==> config.mk <==
export PLATFORM = sky130hd
export DESIGN_NAME = ifpb_top
export DESIGN_NICKNAME = d
export VERILOG_FILES = /design/src/rtl/ifpb_pkg.sv /design/src/rtl/ifpb_line_slot.sv /design/src/rtl/ifpb_rd_track.sv /design/src/rtl/ifpb_hw_sel.sv /design/src/rtl/ifpb_top.sv
export SDC_FILE = /design/constraint.sdc
export NUM_CORES = 1
export LEC_CHECK = 0
export BUFFER_PORTS_ARGS = -buffer_cell sky130_fd_sc_hd__clkbuf_2
export CAP_MARGIN = 5
export CORE_ASPECT_RATIO = 1.2
export CORE_MARGIN = 2
export CORE_UTILIZATION = 35
export DETAILED_ROUTE_END_ITERATION = 10
export HOLD_SLACK_MARGIN = 0.15
export PLACE_DENSITY_LB_ADDON = 0.05
export RECOVER_POWER = 100
export SETUP_SLACK_MARGIN = 0.1
export SYNTH_ARGS = -nofsm -noshare
export SYNTH_HDL_FRONTEND = slang
export SYNTH_SLANG_ARGS = --single-unit
==> constraint.sdc <==
create_clock -name clk -period 28.4 [get_ports clk]
set_input_delay 8.52 -clock clk [delete_from_list [all_inputs] [get_ports clk]]
set_output_delay 8.52 -clock clk [all_outputs]
set_load 0.005 [all_outputs]
==> src/rtl/ifpb_pkg.sv <==
package ifpb_pkg;

    localparam int LINE_W      = 64;
    localparam int HW_W        = 16;
    localparam int HW_PER_LINE = LINE_W / HW_W;
    localparam int IDX_W       = $clog2(HW_PER_LINE);

    typedef enum logic {
        RD_DEMAND   = 1'b0,
        RD_SPECULAT = 1'b1
    } rd_kind_e;

    typedef logic [LINE_W-1:0] line_word_t;
    typedef logic [HW_W-1:0]   half_word_t;

endpackage

==> src/rtl/ifpb_line_slot.sv <==
module ifpb_line_slot
    import ifpb_pkg::*;
#(
    parameter int TAG_W = 13
) (
    input  logic             clk,
    input  logic             rst,
    input  logic             clr,
    input  logic             load,
    input  logic [TAG_W-1:0] load_tag,
    input  line_word_t       load_data,
    input  logic [TAG_W-1:0] probe_tag,
    output logic             valid,
    output logic [TAG_W-1:0] tag,
    output line_word_t       data,
    output logic             hit
);

    always_ff @(posedge clk) begin
        if (rst) begin
            valid <= 1'b0;
            tag   <= '0;
            data  <= '0;
        end else if (clr) begin
            valid <= 1'b0;
        end else if (load) begin
            valid <= 1'b1;
            tag   <= load_tag;
            data  <= load_data;
        end
    end

    assign hit = valid && (tag == probe_tag);

endmodule

==> src/rtl/ifpb_rd_track.sv <==
module ifpb_rd_track
    import ifpb_pkg::*;
#(
    parameter int TAG_W = 13
) (
    input  logic             clk,
    input  logic             rst,
    input  logic             drop,
    input  logic             issue,
    input  logic [TAG_W-1:0] issue_tag,
    input  rd_kind_e         issue_kind,
    input  logic             done,
    output logic             busy,
    output logic [TAG_W-1:0] tag,
    output rd_kind_e         kind,
    output logic             take
);

    always_ff @(posedge clk) begin
        if (rst) begin
            busy <= 1'b0;
            tag  <= '0;
            kind <= RD_DEMAND;
        end else if (drop) begin
            busy <= 1'b0;
        end else if (issue) begin
            busy <= 1'b1;
            tag  <= issue_tag;
            kind <= issue_kind;
        end else if (done) begin
            busy <= 1'b0;
        end
    end

    assign take = busy && done;

endmodule

==> src/rtl/ifpb_hw_sel.sv <==
module ifpb_hw_sel
    import ifpb_pkg::*;
(
    input  line_word_t       line,
    input  logic [IDX_W-1:0] idx,
    output half_word_t       hw
);

    half_word_t lanes [HW_PER_LINE];

    for (genvar g = 0; g < HW_PER_LINE; g++) begin : g_lane
        assign lanes[g] = line[g*HW_W +: HW_W];
    end

    assign hw = lanes[idx];

endmodule

==> src/rtl/ifpb_top.sv <==
module ifpb_top
    import ifpb_pkg::*;
#(
    parameter int ADDR_W = 16
) (
    input  logic                    clk,
    input  logic                    rst,
    input  logic                    pf_en,
    input  logic                    flush,
    input  logic                    fetch_req,
    input  logic [ADDR_W-1:1]       fetch_addr,
    output logic                    fetch_ready,
    output logic [15:0]             fetch_data,
    output logic                    rd_req,
    output logic [ADDR_W-IDX_W-2:0] rd_line,
    input  logic                    rd_done,
    input  logic [63:0]             rd_line_data
);

    localparam int TAG_W = ADDR_W - 1 - IDX_W;

    logic [TAG_W-1:0] req_tag;
    logic [IDX_W-1:0] req_idx;
    assign req_tag = fetch_addr[ADDR_W-1:IDX_W+1];
    assign req_idx = fetch_addr[IDX_W:1];

    // slot and tracker outputs
    logic             cur_v, pf_v, cur_hit, pf_hit;
    logic [TAG_W-1:0] cur_tag, pf_tag;
    line_word_t       cur_data, pf_data;
    logic             tr_busy, tr_take;
    logic [TAG_W-1:0] tr_tag;
    rd_kind_e         tr_kind;

    // slot controls
    logic             cur_ld, pf_ld, pf_clr;
    logic [TAG_W-1:0] cur_ld_tag, pf_ld_tag;
    line_word_t       cur_ld_data, pf_ld_data;

    // request classification
    logic fill_hit, served, served_pf, served_fill;
    assign fill_hit    = tr_take && (tr_tag == req_tag);
    assign served      = fetch_req && !flush && (cur_hit || pf_hit || fill_hit);
    assign served_pf   = served && !cur_hit && pf_hit;
    assign served_fill = served && !cur_hit && !pf_hit && fill_hit;

    // slot update planning
    always_comb begin
        cur_ld      = 1'b0;
        cur_ld_tag  = cur_tag;
        cur_ld_data = cur_data;
        pf_ld       = 1'b0;
        pf_clr      = 1'b0;
        pf_ld_tag   = pf_tag;
        pf_ld_data  = pf_data;
        if (served_pf) begin
            cur_ld      = 1'b1;
            cur_ld_tag  = pf_tag;
            cur_ld_data = pf_data;
            if (tr_take) begin
                pf_ld      = 1'b1;
                pf_ld_tag  = tr_tag;
                pf_ld_data = rd_line_data;
            end else begin
                pf_clr = 1'b1;
            end
        end else if (tr_take && (tr_kind == RD_DEMAND || served_fill)) begin
            cur_ld      = 1'b1;
            cur_ld_tag  = tr_tag;
            cur_ld_data = rd_line_data;
        end else if (tr_take) begin
            pf_ld      = 1'b1;
            pf_ld_tag  = tr_tag;
            pf_ld_data = rd_line_data;
        end
    end

    // slot contents as they will stand after this edge
    logic             cur_n_v, pf_n_v;
    logic [TAG_W-1:0] cur_n_tag, pf_n_tag, next_tag;
    assign cur_n_v   = !flush && (cur_ld || cur_v);
    assign cur_n_tag = cur_ld ? cur_ld_tag : cur_tag;
    assign pf_n_v    = !flush && !pf_clr && (pf_ld || pf_v);
    assign pf_n_tag  = pf_ld ? pf_ld_tag : pf_tag;
    assign next_tag  = cur_n_tag + TAG_W'(1);

    // read issue: a miss wins over speculation
    logic port_free, demand_rd, spec_rd;
    assign port_free = !tr_busy || tr_take;
    assign demand_rd = fetch_req && !flush && !served
                       && !(tr_busy && tr_tag == req_tag);
    assign spec_rd   = !flush && !demand_rd && pf_en && port_free && cur_n_v
                       && !(pf_n_v && pf_n_tag == next_tag);

    assign rd_req  = demand_rd || spec_rd;
    assign rd_line = demand_rd ? req_tag : next_tag;

    ifpb_line_slot #(.TAG_W(TAG_W)) u_cur (
        .clk       (clk),
        .rst       (rst),
        .clr       (flush),
        .load      (cur_ld),
        .load_tag  (cur_ld_tag),
        .load_data (cur_ld_data),
        .probe_tag (req_tag),
        .valid     (cur_v),
        .tag       (cur_tag),
        .data      (cur_data),
        .hit       (cur_hit)
    );

    ifpb_line_slot #(.TAG_W(TAG_W)) u_spec (
        .clk       (clk),
        .rst       (rst),
        .clr       (flush || pf_clr),
        .load      (pf_ld),
        .load_tag  (pf_ld_tag),
        .load_data (pf_ld_data),
        .probe_tag (req_tag),
        .valid     (pf_v),
        .tag       (pf_tag),
        .data      (pf_data),
        .hit       (pf_hit)
    );

    ifpb_rd_track #(.TAG_W(TAG_W)) u_track (
        .clk        (clk),
        .rst        (rst),
        .drop       (flush),
        .issue      (rd_req),
        .issue_tag  (rd_line),
        .issue_kind (demand_rd ? RD_DEMAND : RD_SPECULAT),
        .done       (rd_done),
        .busy       (tr_busy),
        .tag        (tr_tag),
        .kind       (tr_kind),
        .take       (tr_take)
    );

    // output halfword
    line_word_t src_line;
    always_comb begin
        if (cur_hit)     src_line = cur_data;
        else if (pf_hit) src_line = pf_data;
        else             src_line = rd_line_data;
    end

    ifpb_hw_sel u_sel (
        .line (src_line),
        .idx  (req_idx),
        .hw   (fetch_data)
    );

    assign fetch_ready = served;

endmodule

==> results.sh <==
export IMPL_power_density_mw_per_mm2=45.4
export IMPL_die_h_um=193
export IMPL_synthTopCellsByArea="dfxtp_1 33%, nand2_1 12%, a21oi_1 8.9%"
export IMPL_finalCriticalPeriod_ns=24.84
export IMPL_start_kind="primary input"
export IMPL_hold_viol_final=0
export IMPL_vdd_ir_drop_max_mv=0.0308
export IMPL_synth_top_area_share=0.328
export IMPL_worst_path_largest_cell_delay_ns=1.82
export IMPL_cts_path_max_buffers=2
export IMPL_drc_errors=0
export IMPL_crit_slowest_cell="o21ai_0"
export IMPL_first_global_vias=9489
export IMPL_grt_max_degree=98
export IMPL_portBuffers=115
export IMPL_synth_area_per_cell_um2=7.52
export IMPL_cp_required_ns=19.88
export IMPL_ys_seq_area_frac=0.328
export IMPL_synth_async_sr_flop_share=0
export IMPL_hold_path_depth=2
export IMPL_path_common_cell="o21ai_0"
export IMPL_grt_overflow=0
export IMPL_crit_path_cell_trace="clkbuf_1, xnor2_1, nand4_1, or4_1, o211ai_1, a32oi_1, ha_1, inv_1, a311oi_4, o21ai_0, nor4b_1, xnor3_1, or4_4, o21ai_0, nand2_1, clkbuf_2"
export IMPL_clkTransAtPathRegs_ns=0.07
export IMPL_leakage_nw=4.68
export IMPL_nets=1499
export IMPL_path_class="in -> out"
export IMPL_drive_gt1_frac=0.127
export IMPL_worst_path_max_fanout=44
export IMPL_violations="max-capacitance violations, max-slew violations"
export IMPL_insertion_delay_ns=0.43
export IMPL_fin_setup_tns_ns=0
export IMPL_antenna_found_initial=1
export IMPL_syn_num_nets=1474
export IMPL_skew_ns=0.0129
export IMPL_worstRegToRegCells=8
export IMPL_syn_area_mm2=0.0104
export IMPL_dp_hpwl_um=25700
export IMPL_fillers=3158
export IMPL_ioPinCount=116
export IMPL_yosys_area_top_type="dfxtp_1"
export IMPL_hold_buffers=0
export IMPL_track_usage=0.240
export IMPL_fp_coreArea_mm2=0.0295
export IMPL_cts_resized=0
export IMPL_pre_cts_ws_ns=5.96
export IMPL_numCtsBuffers=17
export IMPL_cts_sinks=171
export IMPL_vias=9971
export IMPL_setup_violations=0
export IMPL_layout_setup_ws_ns=3.56
export IMPL_endpoint_kind="output port"
export IMPL_die_width_um=162
export IMPL_synth_seq_cells=171
export IMPL_ctsRootBufferMaster="clkbuf_16"
export IMPL_worstMarginPinSlew_ns=4.28
export IMPL_synth_distinct_cells=73
export IMPL_wl_per_cell_um=20.9
export IMPL_cts_tree="yes"
export IMPL_via_per_inst=5.49
export IMPL_area_delta_synth_final_pct=11.0
export IMPL_initial_utilization=0.354
export IMPL_hold_class="reg -> reg"
export IMPL_rsz0062_at_grt="false"
export IMPL_antenna_cells=0
export IMPL_rows=69
export IMPL_place_gp_congestion=0.916
export IMPL_worstPathArrival_ns=16.32
export IMPL_fmax_ghz=0.0403
export IMPL_htree_num_levels=4
export IMPL_drv_cap=6
export IMPL_synth_edf_count=0
export IMPL_routed_wl_um=37900
export IMPL_synthCells=1388
export IMPL_worst_path_buf_inv=3
export IMPL_maxSlewViolCount=368
export IMPL_die_area_mm2=0.0312
export IMPL_postRouteAntennaNets=0
export IMPL_synth_ff_type="dfxtp_1"
export IMPL_cp_top_family="compound AO/OA/AOI/OAI gates"
export IMPL_cp_depth=16
export IMPL_grt_pass1_wl_um=57800
export IMPL_dr_pass1_iters=5
export IMPL_status="complete, but fails checks"
export IMPL_ys_warn_count=0
export IMPL_period_share=0.875
export IMPL_drtIter0Drc=647
export IMPL_cts_setup_buffers=0
export IMPL_utilization=0.393
export IMPL_slew_headroom=-1.85
export IMPL_finalPower_w=0.000527
## power breakdown
| group | internal, W | switching (W) | total [W] |
|---|---|---|---|
| combinational | 0.0000214 | 0.0000338 | 0.0000552 |
| clock | 0.000120 | 0.000105 | 0.000225 |
| sequential | 0.000242 | 0.00000390 | 0.000246 |
## area by class of cell
| type | count | area, um2 | share of cell area |
|---|---|---|---|
| Tap cell | 390 | 488 | 0.0421 |
| Timing Repair Buffer | 127 | 634 | 0.0547 |
| Multi-Input combinational cell | 1085 | 6450 | 0.557 |
| Inverter | 11 | 41.3 | 0.00356 |
| Sequential cell | 171 | 3420 | 0.295 |
| Clock buffer | 20 | 467 | 0.0403 |
| Clock inverter | 12 | 87.6 | 0.00755 |
## flip-flops by register name, summed over array words and instances, names as in the netlist
name,cells
u_cur.data,64
u_spec.data,64
u_cur.tag,13
u_spec.tag,13
u_track.tag,13
u_cur.valid,1
u_spec.valid,1
u_track.busy,1
u_track.kind,1
## metrics by stage
step	hold slack, ns	instances	cell area [um2]
6_report	0.469	1816	11600
5_1_grt	0.491	1816	11600
4_1_cts	0.470	1816	11700
3_5_place_dp	0.460	1784	11100
3_3_place_gp	0.456	1784	11100
2_1_floorplan	0.449	1388	10400
## layer usage
layer | routed length [um] | GRT usage | up-vias
li1 | - | - | 4905
met1 | 16100 | 0.303 | 4762
met2 | 18900 | 0.415 | 244
met3 | 1670 | 0.0386 | 58
met4 | 1130 | 0.0783 | 2
met5 | 13 | 0 | -
## cell usage after synthesis (3+ instances only)
cell and count:
buf_6 4, nand4_1 18, o22ai_1 6, and2_1 4
nor3_2 3, o21ai_1 5, mux2i_1 79, o21ai_0 14
o211ai_1 4, a21oi_2 4, or4_4 3, nor2_1 174
nand2b_1 7, nor4_1 4, xnor3_1 4, clkbuf_1 90
dfxtp_1 171, a22oi_1 3, buf_1 13, a211oi_1 5
nor4_2 3, a21o_1 4, a21oi_1 185, nand2_1 324
xnor2_1 41, inv_1 11, a211o_1 3, nor2b_1 4
mux4_2 16, nor3_1 14, nor3b_1 3, buf_2 12
or4_1 3, nand3_1 19, xor2_1 15, a311oi_1 68
## layout by cell type (no fill, tap or decap), types with 5 or more instances in the layout
cell and instances:
a211oi_1 5, a21oi_1 186, a311oi_1 68, buf_4 9
clkbuf_1 24, clkbuf_16 17, clkbuf_2 93, dfxtp_1 171
inv_1 11, mux2i_1 79, mux4_2 16, nand2_1 323
nand2b_1 7, nand3_1 19, nand4_1 18, nor2_1 174
nor3_1 14, o211ai_1 5, o21ai_0 16, o21ai_1 5
o22ai_1 6, xnor2_1 41, xor2_1 15
## worst paths after layout
path,to,slack (ns),start
hold / removal,u_spec.data[23]$_SDFFE_PP0P_,0.47,u_spec.data[23]$_SDFFE_PP0P_
hold reg to reg,u_spec.data[23]$_SDFFE_PP0P_,0.47,u_spec.data[23]$_SDFFE_PP0P_
setup reg to reg,u_cur.data[53]$_SDFFE_PP0P_,19.42,u_cur.tag[0]$_SDFFE_PP0N_
setup / recovery,rd_req,3.56,fetch_addr[14]
## worst reg2reg max path, cell delays in order, from the launching register on
cell	delay [ns]
dfxtp_1	0.51
xnor2_1	0.16
nand4_1	0.14
or4_1	1.14
o211ai_1	0.69
and2_0	0.50
nor2_1	1.93
clkbuf_1	3.12
a311oi_1	0.46
## cells by family (layout without fill, tap and decap cells)
| logic type | Yosys count | after routing | share of synthesized area |
|---|---|---|---|
| AO/OA/AOI/OAI | 329 | 329 | 0.204 |
| XOR/XNOR | 60 | 60 | 0.0556 |
| buffers and inverters | 132 | 170 | 0.0525 |
| multiplexers | 97 | 97 | 0.112 |
| flip-flops | 171 | 171 | 0.328 |
| AND/OR/NAND/NOR | 598 | 598 | 0.247 |
| adder cells (fa/ha/maj) | 1 | 1 | 0.00120 |
Note: power is estimated with default switching activity, not from simulation.
